File: src/rtl/sdram_chk_pkg.sv
package sdram_chk_pkg;

  typedef enum logic [3:0] {
    CMD_NOP  = 4'd0,
    CMD_MRS  = 4'd1,
    CMD_EMRS = 4'd2,
    CMD_ACT  = 4'd3,
    CMD_RD   = 4'd4,
    CMD_WR   = 4'd5,
    CMD_PRE  = 4'd6,
    CMD_AREF = 4'd7,
    CMD_SREF = 4'd8,
    CMD_DPD  = 4'd9,
    CMD_PD   = 4'd10,
    CMD_EXIT = 4'd11,
    CMD_HOLD = 4'd12,
    CMD_RSVD = 4'd13
  } cmd_e;

  typedef enum logic [2:0] {
    ST_IDLE   = 3'd0,
    ST_ACTIVE = 3'd1,
    ST_READ   = 3'd2,
    ST_SREF   = 3'd3,
    ST_WAKE   = 3'd4,
    ST_PDOWN  = 3'd5,
    ST_DPD    = 3'd6
  } state_e;

  // {ras_n, cas_n, we_n} patterns
  localparam logic [2:0] PAT_MRS  = 3'b000;
  localparam logic [2:0] PAT_REF  = 3'b001;
  localparam logic [2:0] PAT_PRE  = 3'b010;
  localparam logic [2:0] PAT_ACT  = 3'b011;
  localparam logic [2:0] PAT_WR   = 3'b100;
  localparam logic [2:0] PAT_RD   = 3'b101;
  localparam logic [2:0] PAT_STOP = 3'b110;

endpackage

File: src/rtl/sdram_state_track.sv
module sdram_state_track
  import sdram_chk_pkg::*;
#(
  parameter int BA_W    = 2,
  parameter int NOP_CNT = 2
) (
  input  logic            clk_i,
  input  logic            rst_ni,
  input  cmd_e            cmd_i,
  input  logic [BA_W-1:0] ba_i,
  input  logic            pre_all_i,
  output state_e          state_o,
  output logic            bad_o
);

  localparam int CNT_W = (NOP_CNT > 1) ? $clog2(NOP_CNT + 1) : 1;
  localparam logic [CNT_W-1:0] CNT_LAST = CNT_W'(NOP_CNT - 1);

  state_e            state_q, ret_q, nxt;
  logic [BA_W-1:0]   bank_q;
  logic [CNT_W-1:0]  cnt_q;
  logic              bad, hit;

  assign hit = pre_all_i || (ba_i == bank_q);

  always_comb begin
    nxt = state_q;
    bad = 1'b0;
    unique case (state_q)
      ST_IDLE: begin
        unique case (cmd_i)
          CMD_NOP, CMD_PRE, CMD_AREF, CMD_MRS, CMD_EMRS,
          CMD_HOLD, CMD_EXIT: ;
          CMD_ACT:  nxt = ST_ACTIVE;
          CMD_PD:   nxt = ST_PDOWN;
          CMD_SREF: nxt = ST_SREF;
          CMD_DPD:  nxt = ST_DPD;
          default:  bad = 1'b1;
        endcase
      end
      ST_ACTIVE, ST_READ: begin
        unique case (cmd_i)
          CMD_NOP, CMD_HOLD, CMD_EXIT: ;
          CMD_RD:  nxt = ST_READ;
          CMD_WR:  nxt = ST_ACTIVE;
          CMD_PRE: nxt = hit ? ST_IDLE : ST_ACTIVE;
          CMD_PD:  nxt = ST_PDOWN;
          default: bad = 1'b1;
        endcase
      end
      ST_SREF: begin
        if (cmd_i == CMD_EXIT)      nxt = ST_WAKE;
        else if (cmd_i != CMD_HOLD) bad = 1'b1;
      end
      ST_WAKE: begin
        if (cmd_i != CMD_NOP)       bad = 1'b1;
        else if (cnt_q == CNT_LAST) nxt = ST_IDLE;
      end
      ST_PDOWN: begin
        if (cmd_i == CMD_EXIT)      nxt = ret_q;
        else if (cmd_i != CMD_HOLD) bad = 1'b1;
      end
      ST_DPD: begin
        if (cmd_i == CMD_EXIT)      nxt = ST_IDLE;
        else if (cmd_i != CMD_HOLD) bad = 1'b1;
      end
      default: nxt = ST_IDLE;
    endcase
  end

  always_ff @(posedge clk_i or negedge rst_ni) begin
    if (!rst_ni) begin
      state_q <= ST_IDLE;
      ret_q   <= ST_IDLE;
      bank_q  <= '0;
      cnt_q   <= '0;
    end else begin
      state_q <= nxt;
      if (!bad && state_q == ST_IDLE && cmd_i == CMD_ACT) bank_q <= ba_i;
      if (!bad && cmd_i == CMD_PD) ret_q <= state_q;
      if (state_q == ST_SREF) cnt_q <= '0;
      else if (state_q == ST_WAKE && !bad)
        cnt_q <= (cnt_q == CNT_LAST) ? '0 : cnt_q + CNT_W'(1);
    end
  end

  assign state_o = state_q;
  assign bad_o   = bad;

endmodule

File: config.mk
export PLATFORM = sky130hd
export DESIGN_NAME = sdram_state_track
export DESIGN_NICKNAME = d
export VERILOG_FILES = /design/src/rtl/sdram_chk_pkg.sv /design/src/rtl/sdram_state_track.sv
export SDC_FILE = /design/constraint.sdc
export NUM_CORES = 1
export LEC_CHECK = 0
export BUFFER_PORTS_ARGS = -buffer_cell sky130_fd_sc_hd__buf_2
export CORE_MARGIN = 2
export CORE_UTILIZATION = 50
export DETAILED_ROUTE_END_ITERATION = 8
export GPL_TIMING_DRIVEN = 0
export PLACE_DENSITY_LB_ADDON = 0.1
export SLEW_MARGIN = 25
export SYNTH_ARGS = -nofsm -noshare
export SYNTH_HDL_FRONTEND = slang
export SYNTH_SLANG_ARGS = --single-unit
File: constraint.sdc
create_clock -name clk_i -period 3.6 [get_ports clk_i]
set_input_delay 0.9 -clock clk_i [delete_from_list [all_inputs] [get_ports clk_i]]
set_output_delay 0.9 -clock clk_i [all_outputs]
set_load 0.01 [all_outputs]
==> flow_summary_export.csv, run 1 <==
group,metric,value,unit
run_status,outcome,"finished, final reports clean",
placed_design,dp_hpwl,1460,um
logic_synthesis,synth_seq_area_share,28.4,%
sta,worstMarginPinSlew,448,ps
critical_path,critical_path.max_fanout,10,
detailed_routing,drt-initial-drc-count,25,
sta,slew_viol_final,0,
logic_synthesis,synth_cell_types,43,
detailed_routing,wl,1930,um
sta,slew_headroom,70.1,%
logic_synthesis,synth_edf_count,0,
power,powerDensity,723,nW/um^2
clock_tree,clock-sinks,10,
detailed_routing,avgRoutedWirePerCell,14.7,um
sta,finalClockSkew,8.10,ps
sta,final_hold_viol_count,0,
placed_design,numPortBuffers,12,
flow_run,maxCapViolCount,0,
sta,rsz0062_at_grt,"no",
detailed_routing,postRouteAntennaNets,0,
power,p_clk_share,13.9,%
global_routing,track_usage,21.8,%
clock_tree,cts-hold-fix-buffers,0,
final_layout,finalNetCount,124,
logic_synthesis,avgSynthCellArea,9.00,um^2
detailed_routing,met1_length,857,um
detailed_routing,dr_wl_met2,928,um
power,switchingPower,0.312,mW
sta,period_share,85.5,%
detailed_routing,drt_first_pass_iters,4,
critical_path,setup.worst_path.start_class,"primary input",
clock_tree,worstSkewPairLatency,270,ps
power,p_leak,0.450,nW
power,p_total,0.723,mW
final_layout,area_growth,13.3,%
power,p_int,0.410,mW
die,core-area,1690,um^2
global_routing,grt_max_degree,11,
detailed_routing,wl_met3,128,um
die,fp.dieH,46,um
final_layout,diodes,0,
critical_path,crit_arrival,2180,ps
power,power_frac_comb,60.4,%
critical_path,worstPathRequired,2700,ps
clock_tree,cts_tree,"done",
die,initial_core_util,52.2,%
clock_tree,htreeDepth,1,
critical_path,worst-path-buf-inv,3,
die,placementRows,15,
critical_path,critPathSlowestCell,"a211oi_1",
global_routing,grt_pass1_vias,752,
sta,min_period,3080,ps
global_routing,grt_pass1_wl,3310,um
sta,fmax,325,MHz
clock_tree,clk_pin_slew,70,ps
power,ir_worst_vdd,0.397,mV
critical_path,crit_path_end_kind,"primary output",
detailed_routing,drt_drc_violations_left,0,
final_layout,drive_gt1_share,29.8,%
detailed_routing,via_per_inst,6.19,
clock_tree,cts.repair.resized,0,
clock_tree,cts_buffer_depth,2,
logic_synthesis,synth_seq_cells,10,
logic_synthesis,yosysWarnings,0,
logic_synthesis,async_reset_ff_share,100,%
critical_path,cpLargestDelayFamily,"compound AO/OA/AOI/OAI gates",
logic_synthesis,syn-num-nets,107,
detailed_routing,top_layer_used,"met4",
critical_path,cpPeakStageDelay,280,ps
power,swShare,43.2,%
sta,finalSetupViolCount,0,
sta,tns,0,ps
critical_path,crit_top_cell,"buf_2",
placed_design,place.gp.congestion,0.898,
worst_hold_path,hold_path_class,"in2async",
logic_synthesis,syn-cell-area,882,um^2
critical_path,path_cells,"buf_2 -> buf_2 -> and4b_1 -> a211oi_1 -> o31ai_1 -> nand3_1 -> buf_2",
die,dieArea,2120,um^2
clock_tree,postCtsSetupBuffers,0,
clock_tree,cts_buffers,3,
power,p_seq_share,25.7,%
global_routing,antenna_found_initial,0,
clock_tree,cts-root-buf,"clkbuf_4",
detailed_routing,num_vias,811,
logic_synthesis,yosys_most_used_dff,"dfrtp_1",
logic_synthesis,syn_inst,98,
global_routing,gr-total-overflow,0,
critical_path,worstSetupPathType,"in2out",
die,die_x,46,um
die,pin_count,13,
-- power by group through the flow --
| stage | clock [mW] | combinational [mW] | sequential (mW) |
|---|---|---|---|
| after floorplan | 0 | 0.326 | 0.191 |
| after global placement | 0 | 0.427 | 0.186 |
| after detailed placement | 0 | 0.428 | 0.188 |
| after CTS | 0.103 | 0.431 | 0.186 |
| after global routing | 0.108 | 0.485 | 0.190 |
| final | 0.101 | 0.436 | 0.186 |
-- layer usage --
layer  track usage [%]  vias to the layer above
met3              6.35                        2
li1                  -                      407
met5                 0                        -
met4              5.14                        0
met1              29.1                      371
met2              34.4                       31
-- cells in the mapped netlist, types with 2 or more instances --
cell type,instances,area share [%]
o31ai_1,2,1.7
a31oi_1,2,1.4
o21ai_0,4,2.3
dfrtp_1,10,28
xnor2_1,5,5.0
a21oi_1,3,1.7
nand3_1,2,1.1
a221o_1,2,2.3
o22ai_1,2,1.4
o21a_1,2,1.7
nor3_1,3,1.7
mux2_2,5,6.4
nand2_1,5,2.1
nand4_1,3,2.1
inv_1,3,1.3
buf_2,3,1.7
nor2_1,7,3.0
and3b_1,2,2.0
nand2b_1,4,2.8
buf_4,2,1.7
o311a_1,2,2.3
clkbuf_1,3,1.3
a211oi_1,2,1.7
-- metrics by stage --
step	hold WS, ps	util (%)	worst slack [ps]	cells	instance area (um^2)
3_5_place_dp	495	57.0	536	127	963
2_1_floorplan	480	-	915	98	882
6_report	476	59.2	521	131	1000
3_3_place_gp	490	57.0	550	127	963
4_1_cts	483	59.2	534	131	1000
5_1_grt	487	59.2	439	131	1000
-- logic make-up (layout without fill, tap and decap cells) --
group / after synthesis / after routing / synth area share (%)
DFF: 10 / 10 / 28.4
AOI/OAI and AO/OA: 30 / 30 / 25.8
xor gates and xnor gates: 5 / 5 / 4.96
adders and majority gates: 1 / 1 / 1.28
muxes: 6 / 6 / 8.08
and+or+nand+nor: 34 / 34 / 24.3
buffers and inverters: 12 / 28 / 7.23
-- cells in the final DEF (no fill, tap or decap), types with 3 or more instances in the layout --
cell type	netlist	routed
buf_2	3	15
dfrtp_1	10	10
nor2_1	7	7
nand2_1	5	5
xnor2_1	5	5
mux2_2	5	5
nand2b_1	4	4
o21ai_0	4	4
a21oi_1	3	3
inv_1	3	3
clkbuf_1	3	3
nor3_1	3	3
nand4_1	3	3
clkbuf_4	0	3
-- registers in the layout, indices dropped and copies added (netlist names) --
signal   count
bank_q       2
cnt_q        2
ret_q        3
state_o      3
-- layout make-up --
class / count / area (um^2)
Fill cell: 160 / 689
Buffer: 9 / 52.6
Multi-Input combinational cell: 76 / 568
Sequential cell: 10 / 250
Inverter: 3 / 11.3
Tap cell: 17 / 21.3
Clock buffer: 4 / 36.3
Timing Repair Buffer: 12 / 60.1
-- worst paths after layout --
kind | from | end | slack, ps | cells after the start
max | cmd_i[0] | bad_o | 520 | 7
min | rst_ni | state_o[2] | 480 | 1
max reg2reg | state_o[1] | ret_q[1] | 1690 | 5
min reg2reg | ret_q[0] | ret_q[0] | 510 | 1
max in group asynchronous | rst_ni | bank_q[1] | 2930 | 1
min in group clk_i | ret_q[0] | ret_q[0] | 510 | 1
Note: power is estimated with default switching activity, not from simulation.
==> run 2, diff against run 1 <==
--- a/config.mk
+++ b/config.mk
@@ -5,10 +5,9 @@
 export SDC_FILE = /design/constraint.sdc
 export NUM_CORES = 1
 export LEC_CHECK = 0
-export BUFFER_PORTS_ARGS = -buffer_cell sky130_fd_sc_hd__buf_2
-export CORE_MARGIN = 2
 export CORE_UTILIZATION = 50
 export DETAILED_ROUTE_END_ITERATION = 8
+export DONT_BUFFER_PORTS = 1
 export GPL_TIMING_DRIVEN = 0
 export PLACE_DENSITY_LB_ADDON = 0.1
 export SLEW_MARGIN = 25
==> run 2 against run 1 <==
Die area is 8.5% lower. Sequential cell count stayed put. Core utilization is 0.34 points higher. Clock skew is 0.52 ps lower. Combinational power is 8.7% lower. Hold slack worse by 160 ps. Clock-buffer cell count stayed put. Design area is 6.1% lower. Setup slack better by 210 ps. Largest power group unchanged.
==> flow_summary_export.csv, run 2 (same netlist as run 1, synthesis figures left out) <==
group,metric,value,unit
placed_design,place_inst,114,
critical_path,worstReg2RegStart,"state_o[2]",
clock_tree,cts_buffers,3,
die,pin_count,13,
worst_hold_path,hold_path_class,"in2async",
critical_path,setup.worst_path.start_class,"primary input",
clock_tree,cts-hold-fix-buffers,0,
placed_design,dpl_cell_area,902,um^2
global_routing,gr-total-overflow,0,
clock_tree,clk_pin_slew,70,ps
final_layout,final_common_cell,"dfrtp_1",
clock_tree,worstSkewPairLatency,270,ps
final_layout,area_growth,6.38,%
final_layout,fin_area,938,um^2
final_layout,diodes,0,
sta,fmax,348,MHz
power,switchingPower,0.307,mW
critical_path,critical_path.max_fanout,10,
global_routing,antenna_found_initial,0,
die,core-area,1580,um^2
sta,hold_slack,312,ps
power,p_seq_share,28.2,%
critical_path,worst_r2r_endpoint,"ret_q[2]",
critical_path,ff2ff_setup_slack,1630,ps
final_layout,mostFrequentLayoutCells,"dfrtp_1, nor2_1, nand2_1, xnor2_1, mux2_2",
die,placementRows,14,
critical_path,crit_arrival,1970,ps
global_routing,grt_pass1_vias,696,
detailed_routing,drt-initial-drc-count,29,
die,die_x,44,um
sta,worstMarginPinSlew,516,ps
critical_path,worstPathRequired,2700,ps
final_layout,finalNetCount,112,
run_status,outcome,"finished, final reports clean",
global_routing,track_usage,23.2,%
sta,period_share,79.8,%
detailed_routing,via_per_inst,6.52,
final_layout,layout.cells.non_filler,118,
critical_path,cp-startpoint,"cmd_i[0]",
detailed_routing,drt_first_pass_iters,4,
power,p_total,0.698,mW
sta,finalSetupViolCount,0,
placed_design,pre_cts_ws,734,ps
die,dieArea,1940,um^2
placed_design,numPortBuffers,0,
flow_run,maxCapViolCount,0,
critical_path,reg2regPathDepth,6,
sta,final_hold_viol_count,0,
power,p_leak,0.401,nW
power,power_frac_comb,57.1,%
power,p_clk_share,14.8,%
clock_tree,cts.repair.resized,0,
sta,slew_headroom,64.7,%
power,p_int,0.392,mW
final_layout,final_core_util,59.5,%
die,initial_core_util,56.0,%
final_layout,drive_gt1_share,21.6,%
critical_path,worstSetupPathType,"in2out",
sta,slew_viol_final,0,
global_routing,grt_pass1_wl,3240,um
power,swShare,43.9,%
detailed_routing,avgRoutedWirePerCell,16.4,um
power,powerDensity,744,nW/um^2
clock_tree,clock-sinks,10,
detailed_routing,postRouteAntennaNets,0,
detailed_routing,drt_drc_violations_left,0,
clock_tree,cts_buffer_depth,2,
placed_design,dp_hpwl,1410,um
power,ir_worst_vdd,0.319,mV
sta,setup_slack,729,ps
sta,rsz0062_at_grt,"no",
placed_design,place.gp.congestion,0.861,
sta,finalClockSkew,7.58,ps
clock_tree,cts-root-buf,"clkbuf_4",
detailed_routing,wl,1940,um
critical_path,crit_path_end_kind,"primary output",
clock_tree,htreeDepth,1,
clock_tree,cts_tree,"done",
sta,tns,0,ps
sta,min_period,2870,ps
die,fp.dieH,44,um
clock_tree,postCtsSetupBuffers,0,
detailed_routing,num_vias,769,
global_routing,grt_max_degree,11,
-- run 2: cell types whose count changed in the layout (fill, tap and decap cells not counted) --
cell,delta
buf_2,-12
-- run 2: layout make-up --
class,count,area [um^2]
buffer,9,52.6
multi-input combinational,76,568
inverter,3,11.3
clock buffer,4,36.3
sequential,10,250
tap,16,20.0
fill,149,638
-- run 2: how the worst max path moves through the flow --
stage                     cells past startpoint  slack, ps  endpoint
after floorplan                               5        920     bad_o
after global placement                        5        740     bad_o
after detailed placement                      5        730     bad_o
after CTS                                     5        730     bad_o
after global routing                          5        610     bad_o
final                                         5        730     bad_o
-- run 2: worst max-delay path, stage by stage --
cell      delay [ps]
buf_2            170
and4b_1          230
a211oi_1         280
o31ai_1          190
nand3_1          210
-- run 2: metal layers --
| layer | vias up | global-route usage, % | routed length [um] |
|---|---|---|---|
| met4 | 0 | 11.5 | 45 |
| met5 | - | 0 | 0 |
| li1 | 382 | - | - |
| met2 | 33 | 33.2 | 889 |
| met1 | 347 | 33.2 | 878 |
| met3 | 7 | 4.17 | 127 |
-- run 2: power by group through the flow --
stage / combinational [mW] / clock, mW / sequential [mW]
2_1_floorplan: 0.326 / 0 / 0.191
3_3_place_gp: 0.386 / 0 / 0.196
3_5_place_dp: 0.390 / 0 / 0.198
4_1_cts: 0.393 / 0.106 / 0.197
5_1_grt: 0.436 / 0.111 / 0.202
6_report: 0.398 / 0.103 / 0.197
